==> src/rtl/nic_pkg.sv <==
package nic_pkg;
    // mode_i encoding: bit1 = multi-level, bit0 = fixed priority
    typedef enum logic [1:0] {
        MODE_SL_ORDER = 2'd0,
        MODE_SL_PRIO  = 2'd1,
        MODE_ML_ANY   = 2'd2,
        MODE_ML_HIGH  = 2'd3
    } svc_mode_e;

    function automatic logic mode_nests(input logic [1:0] m);
        return m[1];
    endfunction

    function automatic logic mode_ranked(input logic [1:0] m);
        return m[0];
    endfunction
endpackage

==> src/rtl/nic_sync.sv <==
module nic_sync #(
    parameter int W = 4
) (
    input  logic         clk,
    input  logic         rst_n,
    input  logic [W-1:0] async_i,
    output logic [W-1:0] sync_o
);
    typedef struct packed {
        logic [W-1:0] s1;
        logic [W-1:0] s2;
    } sync_t;

    sync_t sync_d, sync_q;

    always_comb begin
        sync_d.s1 = async_i;
        sync_d.s2 = sync_q.s1;
    end

    always_ff @(posedge clk or negedge rst_n) begin
        if (!rst_n) sync_q <= '0;
        else        sync_q <= sync_d;
    end

    assign sync_o = sync_q.s2;
endmodule

==> src/rtl/nic_order.sv <==
// Arrival-order tracker: an age matrix where row i, column j set means
// source i was captured before source j.
module nic_order #(
    parameter int N = 4
) (
    input  logic         clk,
    input  logic         rst_n,
    input  logic [N-1:0] pend_i,
    input  logic [N-1:0] fresh_i,
    output logic [N-1:0] oldest_o
);
    typedef struct packed {
        logic [N-1:0][N-1:0] older;
    } age_t;

    age_t age_d, age_q;

    always_comb begin
        age_d = age_q;
        for (int i = 0; i < N; i++) begin
            for (int j = 0; j < N; j++) begin
                if (i == j)                      age_d.older[i][j] = 1'b0;
                else if (fresh_i[i] && fresh_i[j]) age_d.older[i][j] = (i < j);
                else if (fresh_i[i])             age_d.older[i][j] = 1'b0;
                else if (fresh_i[j])             age_d.older[i][j] = 1'b1;
            end
        end
    end

    always_ff @(posedge clk or negedge rst_n) begin
        if (!rst_n) age_q <= '0;
        else        age_q <= age_d;
    end

    for (genvar g = 0; g < N; g++) begin : g_oldest
        logic [N-1:0] beats;
        always_comb begin
            beats    = age_q.older[g] | ~pend_i;
            beats[g] = 1'b1;
        end
        assign oldest_o[g] = pend_i[g] & (&beats);
    end
endmodule

==> src/rtl/nic_pick.sv <==
module nic_pick #(
    parameter int N  = 4,
    parameter int IW = 2
) (
    input  logic [N-1:0]  pend_i,
    input  logic [N-1:0]  oldest_i,
    input  logic          ranked_i,
    output logic [IW-1:0] idx_o,
    output logic          vld_o
);
    always_comb begin
        idx_o = '0;
        vld_o = |pend_i;
        if (ranked_i) begin
            for (int i = 0; i < N; i++)
                if (pend_i[i]) idx_o = IW'(i);
        end else begin
            for (int i = N - 1; i >= 0; i--)
                if (oldest_i[i]) idx_o = IW'(i);
        end
    end
endmodule

==> src/rtl/nest_intc.sv <==
module nest_intc #(
    parameter int N  = 4,
    parameter int IW = (N > 1) ? $clog2(N) : 1,
    parameter int DW = $clog2(N + 1)
) (
    input  logic          clk,
    input  logic          rst_n,
    input  logic [1:0]    mode_i,
    input  logic [N-1:0]  req_i,
    input  logic          sample_i,
    input  logic          en_set_i,
    input  logic [N-1:0]  clr_i,
    input  logic          eos_i,
    output logic          irq_o,
    output logic [IW-1:0] src_o,
    output logic          en_o,
    output logic          active_o,
    output logic [IW-1:0] cur_src_o,
    output logic [N-1:0]  pend_o,
    output logic [N-1:0]  lost_o,
    output logic [DW-1:0] depth_o,
    output logic          ovf_o
);
    import nic_pkg::*;

    localparam logic [DW-1:0] FULL = DW'(N);

    typedef struct packed {
        logic [N-1:0]         smp;
        logic [N-1:0]         pend;
        logic [N-1:0]         lost;
        logic                 en;
        logic                 act;
        logic [IW-1:0]        cur;
        logic                 irq;
        logic [IW-1:0]        src;
        logic [N-1:0][IW-1:0] stk;
        logic [DW-1:0]        dep;
        logic                 ovf;
    } ctl_t;

    ctl_t ctl_d, ctl_q;

    logic [N-1:0]  req_s;
    logic [N-1:0]  arrive;
    logic [N-1:0]  kept;
    logic [N-1:0]  fresh;
    logic [N-1:0]  oldest;
    logic [IW-1:0] sel_idx;
    logic          sel_vld;
    logic          may_take;
    logic          take;

    nic_sync #(.W(N)) u_sync (
        .clk    (clk),
        .rst_n  (rst_n),
        .async_i(req_i),
        .sync_o (req_s)
    );

    nic_order #(.N(N)) u_order (
        .clk     (clk),
        .rst_n   (rst_n),
        .pend_i  (ctl_q.pend),
        .fresh_i (fresh),
        .oldest_o(oldest)
    );

    nic_pick #(.N(N), .IW(IW)) u_pick (
        .pend_i  (ctl_q.pend),
        .oldest_i(oldest),
        .ranked_i(mode_ranked(mode_i)),
        .idx_o   (sel_idx),
        .vld_o   (sel_vld)
    );

    // capture and pending bookkeeping
    always_comb begin
        arrive = sample_i ? (req_s & ~ctl_q.smp) : '0;
        kept   = ctl_q.pend & ~clr_i;
        fresh  = arrive & ~kept;
    end

    // presentation decision
    always_comb begin
        if (!mode_nests(mode_i))            may_take = !ctl_q.act;
        else if (!mode_ranked(mode_i))      may_take = 1'b1;
        else                                may_take = !ctl_q.act || (sel_idx > ctl_q.cur);
        take = ctl_q.en && sel_vld && !eos_i && may_take;
    end

    always_comb begin
        ctl_d      = ctl_q;
        ctl_d.irq  = 1'b0;
        if (sample_i) ctl_d.smp = req_s;
        ctl_d.pend = kept | arrive;
        ctl_d.lost = (ctl_q.lost & ~clr_i) | (arrive & kept);

        if (eos_i && ctl_q.act) begin
            if (ctl_q.dep != '0) begin
                ctl_d.cur = ctl_q.stk[IW'(ctl_q.dep - DW'(1))];
                ctl_d.dep = ctl_q.dep - DW'(1);
            end else begin
                ctl_d.act = 1'b0;
            end
        end

        if (take) begin
            ctl_d.irq = 1'b1;
            ctl_d.src = sel_idx;
            ctl_d.cur = sel_idx;
            ctl_d.act = 1'b1;
            ctl_d.en  = 1'b0;
            if (ctl_q.act) begin
                if (ctl_q.dep == FULL) begin
                    ctl_d.ovf = 1'b1;
                end else begin
                    ctl_d.stk[IW'(ctl_q.dep)] = ctl_q.cur;
                    ctl_d.dep = ctl_q.dep + DW'(1);
                end
            end
        end else if (en_set_i) begin
            ctl_d.en = 1'b1;
        end
    end

    always_ff @(posedge clk or negedge rst_n) begin
        if (!rst_n) ctl_q <= '0;
        else        ctl_q <= ctl_d;
    end

    assign irq_o     = ctl_q.irq;
    assign src_o     = ctl_q.src;
    assign en_o      = ctl_q.en;
    assign active_o  = ctl_q.act;
    assign cur_src_o = ctl_q.cur;
    assign pend_o    = ctl_q.pend;
    assign lost_o    = ctl_q.lost;
    assign depth_o   = ctl_q.dep;
    assign ovf_o     = ctl_q.ovf;
endmodule

==> config.mk <==
export PLATFORM = sky130hd
export DESIGN_NAME = nest_intc
export DESIGN_NICKNAME = d
export VERILOG_FILES = /design/src/rtl/nic_pkg.sv /design/src/rtl/nic_sync.sv /design/src/rtl/nic_order.sv /design/src/rtl/nic_pick.sv /design/src/rtl/nest_intc.sv
export SDC_FILE = /design/constraint.sdc
export NUM_CORES = 1
export LEC_CHECK = 0
export ABC_AREA = 1
export CAP_MARGIN = 15
export CORE_MARGIN = 2
export CORE_UTILIZATION = 45
export CTS_BUF_LIST = sky130_fd_sc_hd__clkbuf_2
export DETAILED_ROUTE_END_ITERATION = 10
export DONT_BUFFER_PORTS = 1
export PLACE_DENSITY = 0.67
export SYNTH_ARGS = -nofsm -noshare
export SYNTH_HDL_FRONTEND = slang
export SYNTH_SLANG_ARGS = --single-unit
==> constraint.sdc <==
create_clock -name clk -period 4.99 [get_ports clk]
set_input_delay 0 -clock clk [delete_from_list [all_inputs] [get_ports clk]]
set_output_delay 0 -clock clk [all_outputs]
set_load 0.05 [all_outputs]
==> run summary, run 1 <==
Ant. Diodes = 0
P&R area growth vs syn = 9.85%
cts bufs inserted = 5
Post-DP Area = 0.00244 mm²
final hold violation count = 0
fillcell total = 532
antenna violations before repair = 0
drt first-iter violations = 127
nets@finish = 331
Die Y = 78.4 µm
Critical Path End Type = register
total track usage = 18.2%
Syn Inst Count = 297
number of enable-type register cells in the synthesized netlist = 0
chip width = 78.4 µm
Crit Path Category = reg -> reg
flop and latch count out of synthesis = 51
maximum VDD drop = 0.197 mV
synth cell count leaders = nand2_1, dfrtp_1, inv_1
largest net degree at the start of global routing = 37
IO Pins = 34
leakage = 1.40 nW
synth unique cells = 22
DP Worst Slack = 2.14 ns
first drt pass iteration count = 5
post-route antenna net violation count = 0
Worst Path Required = 5.39 ns
hpwl dp = 3480 µm
post-layout min period = 3.72 ns
Tot Pwr = 1.39 mW
top post-synthesis cells by area = dfrtp_1, nand2_1, inv_1
area leader, netlist = dfrtp_1
Post-synth top flop = dfrtp_1
CP Data Arrival Time = 4.11 ns
share of cells above drive strength 1 = 5.19%
post-synthesis sequential area ratio = 51.3%
clock group share of total power = 13.8%
switching share of total power = 48.7%
vias in the first global route = 1818
crit share post-route = 74.5%
DRC viols = 0
sw power = 679 µW
wirelength, routed = 5100 µm
total grt overflow = 0
Setup TNS Final = 0 ns
Final Cell Area = 0.00273 mm²
slew margin rel. = 42.9%
crit start category = register
setup ws final = 1.27 ns
WL/cell = 13.4 µm
Cell Area, Synth = 0.00249 mm²
H-tree depth = 2
final setup fails = 0
vias = 1861
FP Rows = 27
TritonCTS sink count = 51
# resized after CTS = 0
CP Max Fanout = 17
CTS root buf = clkbuf_2
Async S/R FF share, synth = 100%
mean post-synth cell area = 8.38 µm²
CTS max path bufs = 2
worst hold margin = 0.0317 ns
vias per cell = 4.90
Setup Skew = 0.0213 ns
Reg power frac = 54.7%
PD cells = 509 mW/mm²
Worst Tran Pin Value = 0.854 ns
routability congestion estimate = 0.847
fmax = 0.269 GHz
syn_nets = 321
RSZ-0062 raised after global routing = false
Die ar. = 0.00614 mm²
PortBufs = 0
Synth warnings = 0
Int Pwr = 714 µW
hold_buf cts = 21
Synth top area share = 51.3%
max-slew violations = 0
Post-CTS Setup Bufs = 0
initial core utilization = 45.8%
Hold Path Class = in -> reg
TritonCTS clock tree = yes
combinational power share = 31.5%
Skew-Pair Late Insertion Delay = 0.46 ns
Max-Cap Viols = 0
status = completed
most frequent cell after synthesis = nand2_1
clock slew at reported path FFs = 0.29 ns
first-pass GRT wire length = 8730 µm
Core Footprint = 0.00544 mm²
-- power by group through the flow --
stage	clock network (mW)	logic (mW)	registers, mW
finish	0.193	0.439	0.761
global route	0.214	0.511	0.776
CTS	0.199	0.437	0.759
detailed placement	0	0.401	0.767
global placement	0	0.390	0.766
floorplan	0	0.494	0.620
-- per-stage QoR --
stage,cells,utilization [%]
after global routing,380,50.3
after CTS,380,50.3
after floorplan,297,-
final,380,50.3
after global placement,351,44.9
after detailed placement,351,44.9
-- logic make-up after synthesis --
logic type | after synthesis | synth area share [%]
AO/OA/AOI/OAI | 36 | 9.05
XOR/XNOR | 2 | 0.704
adder cells (fa/ha/maj) | 9 | 4.52
buffers and inverters | 66 | 12.7
flip-flops | 51 | 51.3
AND/OR/NAND/NOR | 133 | 21.7
-- layout make-up --
type                    count  area, µm²  area share [%]
repair buffers             21        238            8.70
clock inverters             3       28.8            1.05
inverters                  48        180            6.59
clock buffers               5       25.0           0.915
well taps                  72       90.1            3.30
multi-input cells         180        896            32.8
flip-flops and latches     51       1280            46.7
-- critical path, cell delays in order (launching register included) --
cell and delay, ns:
dfrtp_1 0.81, inv_1 0.19, o21ai_0 0.18, nor2_1 0.05
nor2_1 0.12, nand2_1 0.06, nand2_1 0.08, inv_1 0.05
ha_1 0.26, nand2_1 0.06, nand2_1 0.05, nand2_1 0.05
nand2_1 0.06, dlygate4sd3_1 0.60, a21oi_4 0.40, nor2_1 0.06
dlygate4sd3_1 0.56
-- layout by cell type (no fill, tap or decap), types with 3 or more instances in the layout --
cell           Yosys  routed
a21oi_1            8       8
clkbuf_2           0       5
dfrtp_1           51      51
dlygate4sd3_1      0      19
ha_1               9       9
inv_1             45      45
inv_2              3       3
nand2_1           88      88
nand3_1            7       7
nand4_1           12      12
nor2_1            25      25
o21ai_0           18      18
o22ai_1            4       4
-- layer usage --
metal	vias to the layer above	global-route usage, %	wire [µm]
met1	882	24.2	2410
met3	4	5.40	318
met4	0	5.09	36
li1	934	-	-
met2	41	29.0	2330
met5	-	0	0
-- path summary, 6_finish.rpt --
path | from | endpoint | slack [ns] | depth (start not counted)
max | pend_o[2]$_DFF_PN0_ | en_o$_DFFE_PN0P_ | 1.27 | 16
min | mode_i[0] | register | 0.03 | 6
max reg2reg | pend_o[2]$_DFF_PN0_ | en_o$_DFFE_PN0P_ | 1.27 | 16
min reg2reg | u_sync.sync_d[0]$_DFF_PN0_ | u_sync.sync_o[0]$_DFF_PN0_ | 0.39 | 0
max in group asynchronous | rst_n | depth_o[2]$_DFF_PN0_ | 4.12 | 4
min in group asynchronous | rst_n | asynchronous set/reset pin | 0.48 | 3
(Power assumes the default switching activity.)
==> run 2: changes to the inputs <==
ABC_AREA = 0   (was 1)
clock period = 3.6 ns   (was 4.99 ns; I/O delays follow)
==> run 2 against run 1 <==
Net effect: global-route usage fell by 2.3 points; clock-buffer cell count stayed put; setup slack got worse by 1.0 ns; sequential cell count did not move; clock power is 63% higher; critical path type unchanged.
==> run summary, run 2 <==
status = completed
TritonCTS clock tree = yes
Syn Inst Count = 214 (-28%)
share of cells above drive strength 1 = 15.3% (+10 points)
Post-CTS Setup Bufs = 0 (unchanged)
synth unique cells = 39 (+77%)
vias per cell = 5.00 (+2.2%)
max-slew violations = 0 (unchanged)
P&R area growth vs syn = 14.3%
commonest non-fill, non-tap cells in the layout = dfrtp_1, nand2_1, dlygate4sd3_1
mean post-synth cell area = 11.1 µm² (+32%)
syn_nets = 238 (-26%)
hpwl dp = 2870 µm (-18%)
CP Data Arrival Time = 3.68 ns (-0.43 ns)
Setup TNS Final = 0 ns (unchanged)
CTS max path bufs = 2 (unchanged)
Core Footprint = 0.00511 mm² (-6.1%)
synth cell count leaders = dfrtp_1, nand2_1, buf_4
Synth top area share = 53.8% (+2.5 points)
nets@finish = 258 (-22%)
post-route antenna net violation count = 0 (unchanged)
Critical Path End Type = register
maximum VDD drop = 0.390 mV (+98%)
chip width = 76.6 µm (-2.2%)
post-layout min period = 3.34 ns (-0.378 ns)
total track usage = 15.9% (-2.3 points)
number of enable-type register cells in the synthesized netlist = 0 (unchanged)
Reg-to-Reg Start = pend_o[3]$_DFF_PN0_
flop and latch count out of synthesis = 51 (unchanged)
Skew-Pair Late Insertion Delay = 0.43 ns (-0.03 ns)
complex-gate fraction of the synthesized area = 10.3% (+1.3 points)
Post-synth top flop = dfrtp_1
RSZ-0062 raised after global routing = false
clock slew at reported path FFs = 0.27 ns (-0.02 ns)
total grt overflow = 0 (unchanged)
Die ar. = 0.00587 mm² (-4.4%)
combinational power share = 28.7% (-2.8 points)
sw power = 713 µW (+5.1%)
antenna violations before repair = 0 (unchanged)
hold path start = req_i[1]
clock group share of total power = 17.7% (+3.9 points)
switching share of total power = 40.1% (-8.7 points)
crit share post-route = 92.7% (+18 points)
Crit. Startpoint = pend_o[3]$_DFF_PN0_
TritonCTS sink count = 51 (unchanged)
fmax = 0.300 GHz (+11%)
area leader, netlist = dfrtp_1
Setup Skew = 0.0173 ns (-0.00400 ns)
first drt pass iteration count = 4 (-1)
Worst Tran Pin Value = 0.671 ns (-0.183 ns)
Ant. Diodes = 0 (unchanged)
IO Pins = 34 (unchanged)
Crit Path Category = reg -> reg
largest net degree at the start of global routing = 52 (+41%)
worst hold margin = 0.0894 ns (+0.0577 ns)
final core occ = 53.1% (+2.8 points)
Async S/R FF share, synth = 100% (unchanged)
vias in the first global route = 1533 (-16%)
crit start category = register
PortBufs = 0 (unchanged)
leakage = 1.29 nW (-8.2%)
FP Rows = 26 (-3.7%)
DRC viols = 0 (unchanged)
routability congestion estimate = 0.777 (-8.3%)
post-synthesis sequential area ratio = 53.8% (+2.5 points)
commonest non-fill, non-tap cell in the layout = dfrtp_1
vias = 1526 (-18%)
initial core utilization = 46.5% (+0.72 points)
post-synthesis xor/xnor area fraction = 0.738% (+0.034 points)
final setup fails = 0 (unchanged)
cts bufs inserted = 5 (unchanged)
Adder-Cell Fraction of Synth Area = 4.74% (+0.22 points)
H-tree depth = 2 (unchanged)
first-pass GRT wire length = 7440 µm (-15%)
CP Max Fanout = 10 (-7)
slew margin rel. = 55.3% (+12 points)
Worst Path Required = 3.95 ns (-1.44 ns)
post-synthesis simple-gate area fraction = 16.0% (-5.7 points)
Max-Cap Viols = 0 (unchanged)
Cell Area, Synth = 0.00237 mm² (-4.6%)
most frequent cell after synthesis = dfrtp_1
CTS root buf = clkbuf_2
Int Pwr = 1.07 mW (+50%)
PD cells = 656 mW/mm² (+29%)
WL/cell = 13.8 µm (+3.3%)
Reg power frac = 53.7% (-1.0 points)
top post-synthesis cells by area = dfrtp_1, buf_4, ha_1
Synth warnings = 0 (unchanged)
main combinational cell family by area after synthesis = simple AND/OR/NAND/NOR gates
Hold Path Class = in -> reg
Cells after DPL = 273 (-22%)
wirelength, routed = 4220 µm (-17%)
mux cell area share after synthesis = 7.38% (+7.4 points)
final hold violation count = 0 (unchanged)
Tot Pwr = 1.78 mW (+28%)
Non-Filler Instances = 305 (-20%)
Die Y = 76.6 µm (-2.2%)
drt first-iter violations = 104 (-18%)
run 2: cell count changes in the layout (fill, tap and decap cells not counted), sizes merged, moves of 5 or more:
cell,change
nand4,-12
inv,-37
o21a,+5
mux2,+10
o21ai,-8
nor2,-13
nand2,-58
nand2b,+12
run 2: layout make-up:
cell class              count  area [µm²]
clock buffers               5        25.0
clock inverters             3        47.5
fillers                   456        2390
inverters                  13        48.8
multi-input cells         134         932
flip-flops and latches     51        1280
well taps                  70        87.6
repair buffers             29         295
run 2: routing by layer:
layer / global-route usage (%) / part of all wire [%]
met1: 21.8 / 49
met2: 24.0 / 44
met3: 4.50 / 5.1
met4: 6.00 / 1.8
met5: 0 / 0
run 2: power by group through the flow:
stage	logic, mW	registers [mW]	clock network, mW
after floorplan	0.520	0.852	0
after global placement	0.449	0.965	0
after detailed placement	0.457	0.969	0
after CTS	0.511	0.957	0.325
after global routing	0.569	0.978	0.349
final	0.510	0.955	0.315
run 2: path summary, 6_finish.rpt:
check / slack [ns] / cells after the start / to
worst min register to register: 0.39 / 0 / u_sync.sync_o[1]$_DFF_PN0_
worst min-delay path: 0.09 / 1 / u_sync.sync_d[1]$_DFF_PN0_
min in group asynchronous: 0.56 / 3 / u_order.age_q[11]$_DFFE_PN0P_
max in group asynchronous: 2.83 / 3 / u_order.age_q[14]$_DFFE_PN0P_
worst max register to register: 0.26 / 11 / register
worst max-delay path: 0.26 / 11 / register
run 2: cell families (layout without fill, tap and decap cells):
kind of cell	after synthesis	after routing
XOR/XNOR	2	2
AO/OA/AOI/OAI	35	35
adder cells (fa/ha/maj)	9	9
flip-flops	51	51
buffers and inverters	29	50
AND/OR/NAND/NOR	75	75
multiplexers	13	13
run 2: repair_timing:
item | 4_1_cts | 5_1_grt
hold buffers | 22 | 2
setup endpoints to repair | 0 | 6
endpoints found under the hold margin | 97 | 32
resized for setup | 0 | 2
run 2: critical path, cell delays in order, from the launching register on:
cell	delay, ns
dfrtp_1	0.42
buf_4	0.26
nand2b_1	0.08
a41oi_1	0.33
a31o_2	0.24
ha_1	0.23
nor2b_1	0.13
o21ai_1	0.24
a211oi_4	0.11
dlygate4sd3_1	0.69
nand2_1	0.17
mux2_2	0.35
run 2: through the flow:
step	setup slack (ns)	instance area [µm²]
finish	0.263	2710
global placement	0.848	2380
floorplan	0.825	2370
CTS	0.162	2690
global route	0.0639	2710
detailed placement	0.796	2380
